$ cat config.mk
export PLATFORM = sky130hd
export DESIGN_NAME = swallow_div
export DESIGN_NICKNAME = d
export VERILOG_FILES = /design/src/rtl/swallow_div_pkg.sv /design/src/rtl/swallow_div_cfg_chk.sv /design/src/rtl/swallow_div_modsel.sv /design/src/rtl/swallow_div.sv
export SDC_FILE = /design/constraint.sdc
export NUM_CORES = 1
export LEC_CHECK = 0
export BUFFER_PORTS_ARGS = -buffer_cell sky130_fd_sc_hd__buf_2
export CORE_MARGIN = 2
export CORE_UTILIZATION = 30
export DETAILED_ROUTE_END_ITERATION = 8
export PLACE_DENSITY = 0.43
export SLEW_MARGIN = 10
export SYNTH_ARGS = -nofsm -noshare
export SYNTH_HDL_FRONTEND = slang
export SYNTH_HIERARCHICAL = 1
export SYNTH_SLANG_ARGS = --single-unit
export TNS_END_PERCENT = 20
$ cat constraint.sdc
create_clock -name clk -period 2.75 [get_ports clk]
set_input_delay 0.55 -clock clk [delete_from_list [all_inputs] [get_ports clk]]
set_output_delay 0.55 -clock clk [all_outputs]
set_load 0.05 [all_outputs]
$ cat src/rtl/swallow_div_pkg.sv
package swallow_div_pkg;
    localparam int SD_AW    = 6;
    localparam int SD_BW    = 11;
    localparam int SD_P_HI  = 64;
    localparam int SD_P_LO  = 32;
    localparam int SD_B_MIN = 3;
endpackage

$ cat src/rtl/swallow_div_cfg_chk.sv
module swallow_div_cfg_chk #(
    parameter int AW    = 6,
    parameter int BW    = 11,
    parameter int B_MIN = 3
) (
    input  logic [AW-1:0] a_i,
    input  logic [BW-1:0] b_i,
    output logic          bad_o
);
    localparam int PADW = BW - AW;

    logic [BW-1:0] a_ext;

    always_comb begin
        a_ext = {{PADW{1'b0}}, a_i};
        // B must cover every swallowed cycle and reach the minimum length
        bad_o = (b_i < BW'(B_MIN)) || (b_i < a_ext);
    end
endmodule

$ cat src/rtl/swallow_div_modsel.sv
module swallow_div_modsel #(
    parameter int P_HI = 64,
    parameter int P_LO = 32,
    parameter int PCW  = 7
) (
    input  logic           sel_lo_i,
    input  logic           swallow_i,
    output logic [PCW-1:0] preload_o
);
    // A prescaler cycle of modulus M lasts M edges: preload M-1
    always_comb begin
        if (sel_lo_i) begin
            preload_o = swallow_i ? PCW'(P_LO) : PCW'(P_LO - 1);
        end else begin
            preload_o = swallow_i ? PCW'(P_HI) : PCW'(P_HI - 1);
        end
    end
endmodule

$ cat src/rtl/swallow_div.sv
module swallow_div
    import swallow_div_pkg::*;
#(
    parameter int AW    = SD_AW,
    parameter int BW    = SD_BW,
    parameter int P_HI  = SD_P_HI,
    parameter int P_LO  = SD_P_LO,
    parameter int B_MIN = SD_B_MIN
) (
    input  logic          clk,
    input  logic          rst_n,
    input  logic          pwr_dn_i,
    input  logic          p_sel_i,
    input  logic [AW-1:0] a_cnt_i,
    input  logic [BW-1:0] b_cnt_i,
    output logic          div_pulse_o,
    output logic          cfg_err_o
);
    localparam int PCW = $clog2(P_HI + 1);

    typedef struct packed {
        logic           run;
        logic           psel;
        logic [PCW-1:0] pre;
        logic [AW-1:0]  a;
        logic [BW-1:0]  b;
        logic           pulse;
        logic           err;
    } sd_state_t;

    sd_state_t st_d, st_q;

    logic           cfg_bad;
    logic [AW-1:0]  a_dec;
    logic [BW-1:0]  b_dec;
    logic [PCW-1:0] load_pre;
    logic [PCW-1:0] step_pre;

    swallow_div_cfg_chk #(.AW(AW), .BW(BW), .B_MIN(B_MIN)) u_cfg (
        .a_i   (a_cnt_i),
        .b_i   (b_cnt_i),
        .bad_o (cfg_bad)
    );

    // Modulus for the first prescaler cycle of a fresh period
    swallow_div_modsel #(.P_HI(P_HI), .P_LO(P_LO), .PCW(PCW)) u_mod_load (
        .sel_lo_i  (p_sel_i),
        .swallow_i (a_cnt_i != '0),
        .preload_o (load_pre)
    );

    // Modulus for each following prescaler cycle
    swallow_div_modsel #(.P_HI(P_HI), .P_LO(P_LO), .PCW(PCW)) u_mod_step (
        .sel_lo_i  (st_q.psel),
        .swallow_i (a_dec != '0),
        .preload_o (step_pre)
    );

    always_comb begin
        st_d       = st_q;
        st_d.pulse = 1'b0;
        st_d.err   = cfg_bad;
        a_dec      = (st_q.a != '0) ? st_q.a - AW'(1) : '0;
        b_dec      = st_q.b - BW'(1);

        if (pwr_dn_i) begin
            st_d.run  = 1'b0;
            st_d.psel = 1'b0;
            st_d.pre  = '0;
            st_d.a    = '0;
            st_d.b    = '0;
        end else if (!st_q.run || (st_q.pre == '0 && b_dec == '0)) begin
            // Period boundary (or idle): close period, sample new setting
            st_d.pulse = st_q.run;
            if (!cfg_bad) begin
                st_d.run  = 1'b1;
                st_d.psel = p_sel_i;
                st_d.pre  = load_pre;
                st_d.a    = a_cnt_i;
                st_d.b    = b_cnt_i;
            end else begin
                st_d.run  = 1'b0;
                st_d.psel = 1'b0;
                st_d.pre  = '0;
                st_d.a    = '0;
                st_d.b    = '0;
            end
        end else if (st_q.pre != '0) begin
            st_d.pre = st_q.pre - PCW'(1);
        end else begin
            // End of one prescaler cycle: both counts step down
            st_d.a   = a_dec;
            st_d.b   = b_dec;
            st_d.pre = step_pre;
        end
    end

    always_ff @(posedge clk or negedge rst_n) begin
        if (!rst_n) begin
            st_q <= '0;
        end else begin
            st_q <= st_d;
        end
    end

    assign div_pulse_o = st_q.pulse;
    assign cfg_err_o   = st_q.err;
endmodule

==> results by group <==
Critical path
  – CP top delay family: compound AO/OA/AOI/OAI gates
  – Critical path peak fanout: 21
  – Buf/Inv on CP: 2
  – R2R depth: 9
  – Worst path slowest cell: or3b_2
  – Crit path arrival time: 2810 ps
  – CP Class: reg2reg
  – Crit end category: flip-flop
  – Critical Path RT: 2960 ps
  – Critical Path Stages: 9
  – CP dominant cell by count: a211o_1
  – Reg-to-reg setup timing slack: 150 ps
  – CP peak stage delay: ~500 ps
  – Cells along the critical path: inv_1, ha_1, or3b_2, nor4_2, a211oi_2, a211o_1, buf_4, a211o_1, a21oi_1
  – CP Launch Type: flip-flop

Power and ir drop
  – Leak pwr: between 1 and 1.5 nW
  – PwrDens: 1010 nW/um^2
  – VDD IR max: 0.000386 V

STA
  – Relative slew slack: 0.531
  – Post-route clock period utilization: 0.945
  – Final WS setup: 152 ps
  – RSZ-0062 raised after global routing: false
  – Post-layout minimum cycle time: ~2600 ps
  – Fin. max-slew vios: 0
  – Setup TNS: 0 ps
  – Fin Clk Skew: 3.33 ps
  – Final hold violations: 0
  – Worst Max-Slew Pin Slew: 703 ps
  – Fmax achieved: 385 MHz
  – Setup violators final: 0

Cells and area
  – Commonest cells after routing, fill and taps aside: dfrtp_1 (28), inv_1 (26), nand2_1 (23)
  – Inserted Diodes: 0
  – Area growth syn-to-layout: 12.5%
  – Layout Nets: 326
  – Commonest non-fill, non-tap cell in the layout: dfrtp_1
  – Fraction of layout cells with a size suffix above 1: 0.186
  – Post-route cell area: 2570 sq um
  – Final design utilization: 0.352

Clock network
  – Clock Sinks: 28
  – H-tree levels: 1
  – # hold bufs at CTS: 0
  – Latest clock arrival within the worst-skew pair: 280 ps
  – Root Driver: clkbuf_8
  – Post-cts resize count: 0
  – CTS Buffer Depth: 2
  – CTS tree: done
  – Num CTS Buffers: 3
  – Postcts setup bufs: 0
  – Clock slew at reported path FFs: roughly 110 ps

Route
  – Drt initial violations: 119
  – Routed Antenna Nets: 0
  – Vias/cell: around 5.3
  – Initial DRT Pass Iterations: 4
  – Overall routed net length: 6370 um
  – Drt wl/cell: 16.3 um
  – # DRC: 0
  – Via count: roughly 2100

Floorplanning
  – Core Rows: 31
  – Initial Util: 0.313
  – I/O pin cnt: 23
  – Die height: just over 90 um
  – Die area: 8320 sq um
  – Die width: 91.2 um
  – Core box area: around 7300 sq um

Place
  – Port Buffers: 22
  – Post-placement cell area: 2500 sq um
  – Gpl congestion: 0.774
  – DP Worst Slack: 85.6 ps
  – Post-DP HPWL: 4700 um

Synth
  – Syn_nets: 307
  – Synth unique cells: 50
  – Synth Register Bits: 28
  – Post-synth ARST share: 1.00
  – Mapped Cells: 273
  – Yosys warns: 6
  – Mapped cell area: 2280 sq um
  – Seq/Total Area, Yosys: 0.307
  – Post-synth top flop: dfrtp_1
  – Synth top area share: 0.307
  – Number of synthesized flops with an enable pin: 0
  – Avg Cell Area, Syn: 8.36 sq um
  – Synth area leader: dfrtp_1
  – Largest cells by area after synthesis: dfrtp_1 (31%), ha_1 (7.1%), inv_1 (4.3%), a21oi_1 (4.2%), a211o_1 (3.8%)

Global routing
  – Antenna violations before repair: 0
  – Gr usage total: 0.160
  – Number of global-route vias before repair: 2085
  – GRT overflow: 0
  – Global-route wire length before repair: 10600 um
  – Pin count of the biggest net entering global routing: 29

Worst hold path
  – Hold WC Path Type: in2async

Outcome
  – Outcome: completed

Flow run
  – Max-cap violations: 0
-- synth_stat cells, types with 6 or more instances --
library cell  number
nand2_1           23
o2111ai_1          6
dfrtp_1           28
xor2_1             6
nor3_1             9
a211o_1           10
nor2_1            17
nor4_1             8
clkbuf_1          11
a22o_1             6
a21oi_1           19
buf_4              9
a221o_1            6
nand2b_1           6
xnor2_1            9
inv_1             26
ha_1              13
nand3_1            8
o21ai_0            6
-- worst paths after layout --
check | from | endpoint
worst max-delay path | st_q[2] | st_q[21]
worst min-delay path | rst_n | st_q[16]
worst max register to register | st_q[2] | st_q[21]
worst min register to register | st_q[26] | st_q[26]
max in group asynchronous | rst_n | st_q[2]
min in group clk | b_cnt_i[10] | st_q[12]
-- state kept, by name (all words and copies together), names as in the netlist --
signal,cells
st_q,26
div_pulse_o,1
cfg_err_o,1
-- metal layers --
metal | track usage | routed length (um) | vias up
met5 | 0 | 0 | -
met2 | 0.274 | 3080 | 43
li1 | - | - | 1023
met4 | 0.0429 | 117 | 0
met1 | 0.211 | 3020 | 999
met3 | 0.0207 | 157 | 9
-- cell families (layout without fill, tap and decap cells) --
| kind of cell | Yosys count | in the layout | share of synthesized area |
|---|---|---|---|
| AND/OR/NAND/NOR | 95 | 95 | 0.225 |
| AO/OA/AOI/OAI | 72 | 72 | 0.235 |
| buffers and inverters | 49 | 67 | 0.0992 |
| flip-flops | 28 | 28 | 0.307 |
| XOR/XNOR | 15 | 15 | 0.0576 |
| adder cells (fa/ha/maj) | 13 | 13 | 0.0713 |
| multiplexers | 1 | 1 | 0.00439 |
-- power by group --
group	switching (mW)	leakage [nW]	internal [mW]
registers	0.152	0.371	0.534
clock network	0.146	0.0288	0.129
logic	0.926	0.730	0.717
total	1.22	1.13	1.38
-- metrics by stage --
stage / hold WS (ps) / power [mW] / instances
CTS: 331 / 2.62 / 390
floorplan: 254 / 1.95 / 273
detailed placement: 556 / 2.33 / 386
global placement: 549 / 2.35 / 386
global route: 345 / 2.86 / 390
finish: 300 / 2.60 / 390
-- final cells by class --
class / count / area, sq um
repair buffers: 37 / 223
well taps: 99 / 124
fillers: 798 / 4720
inverters: 26 / 97.6
flip-flops and latches: 28 / 701
clock buffers: 4 / 55.1
multi-input cells: 196 / 1370
Power figures use the tool's default switching activity.
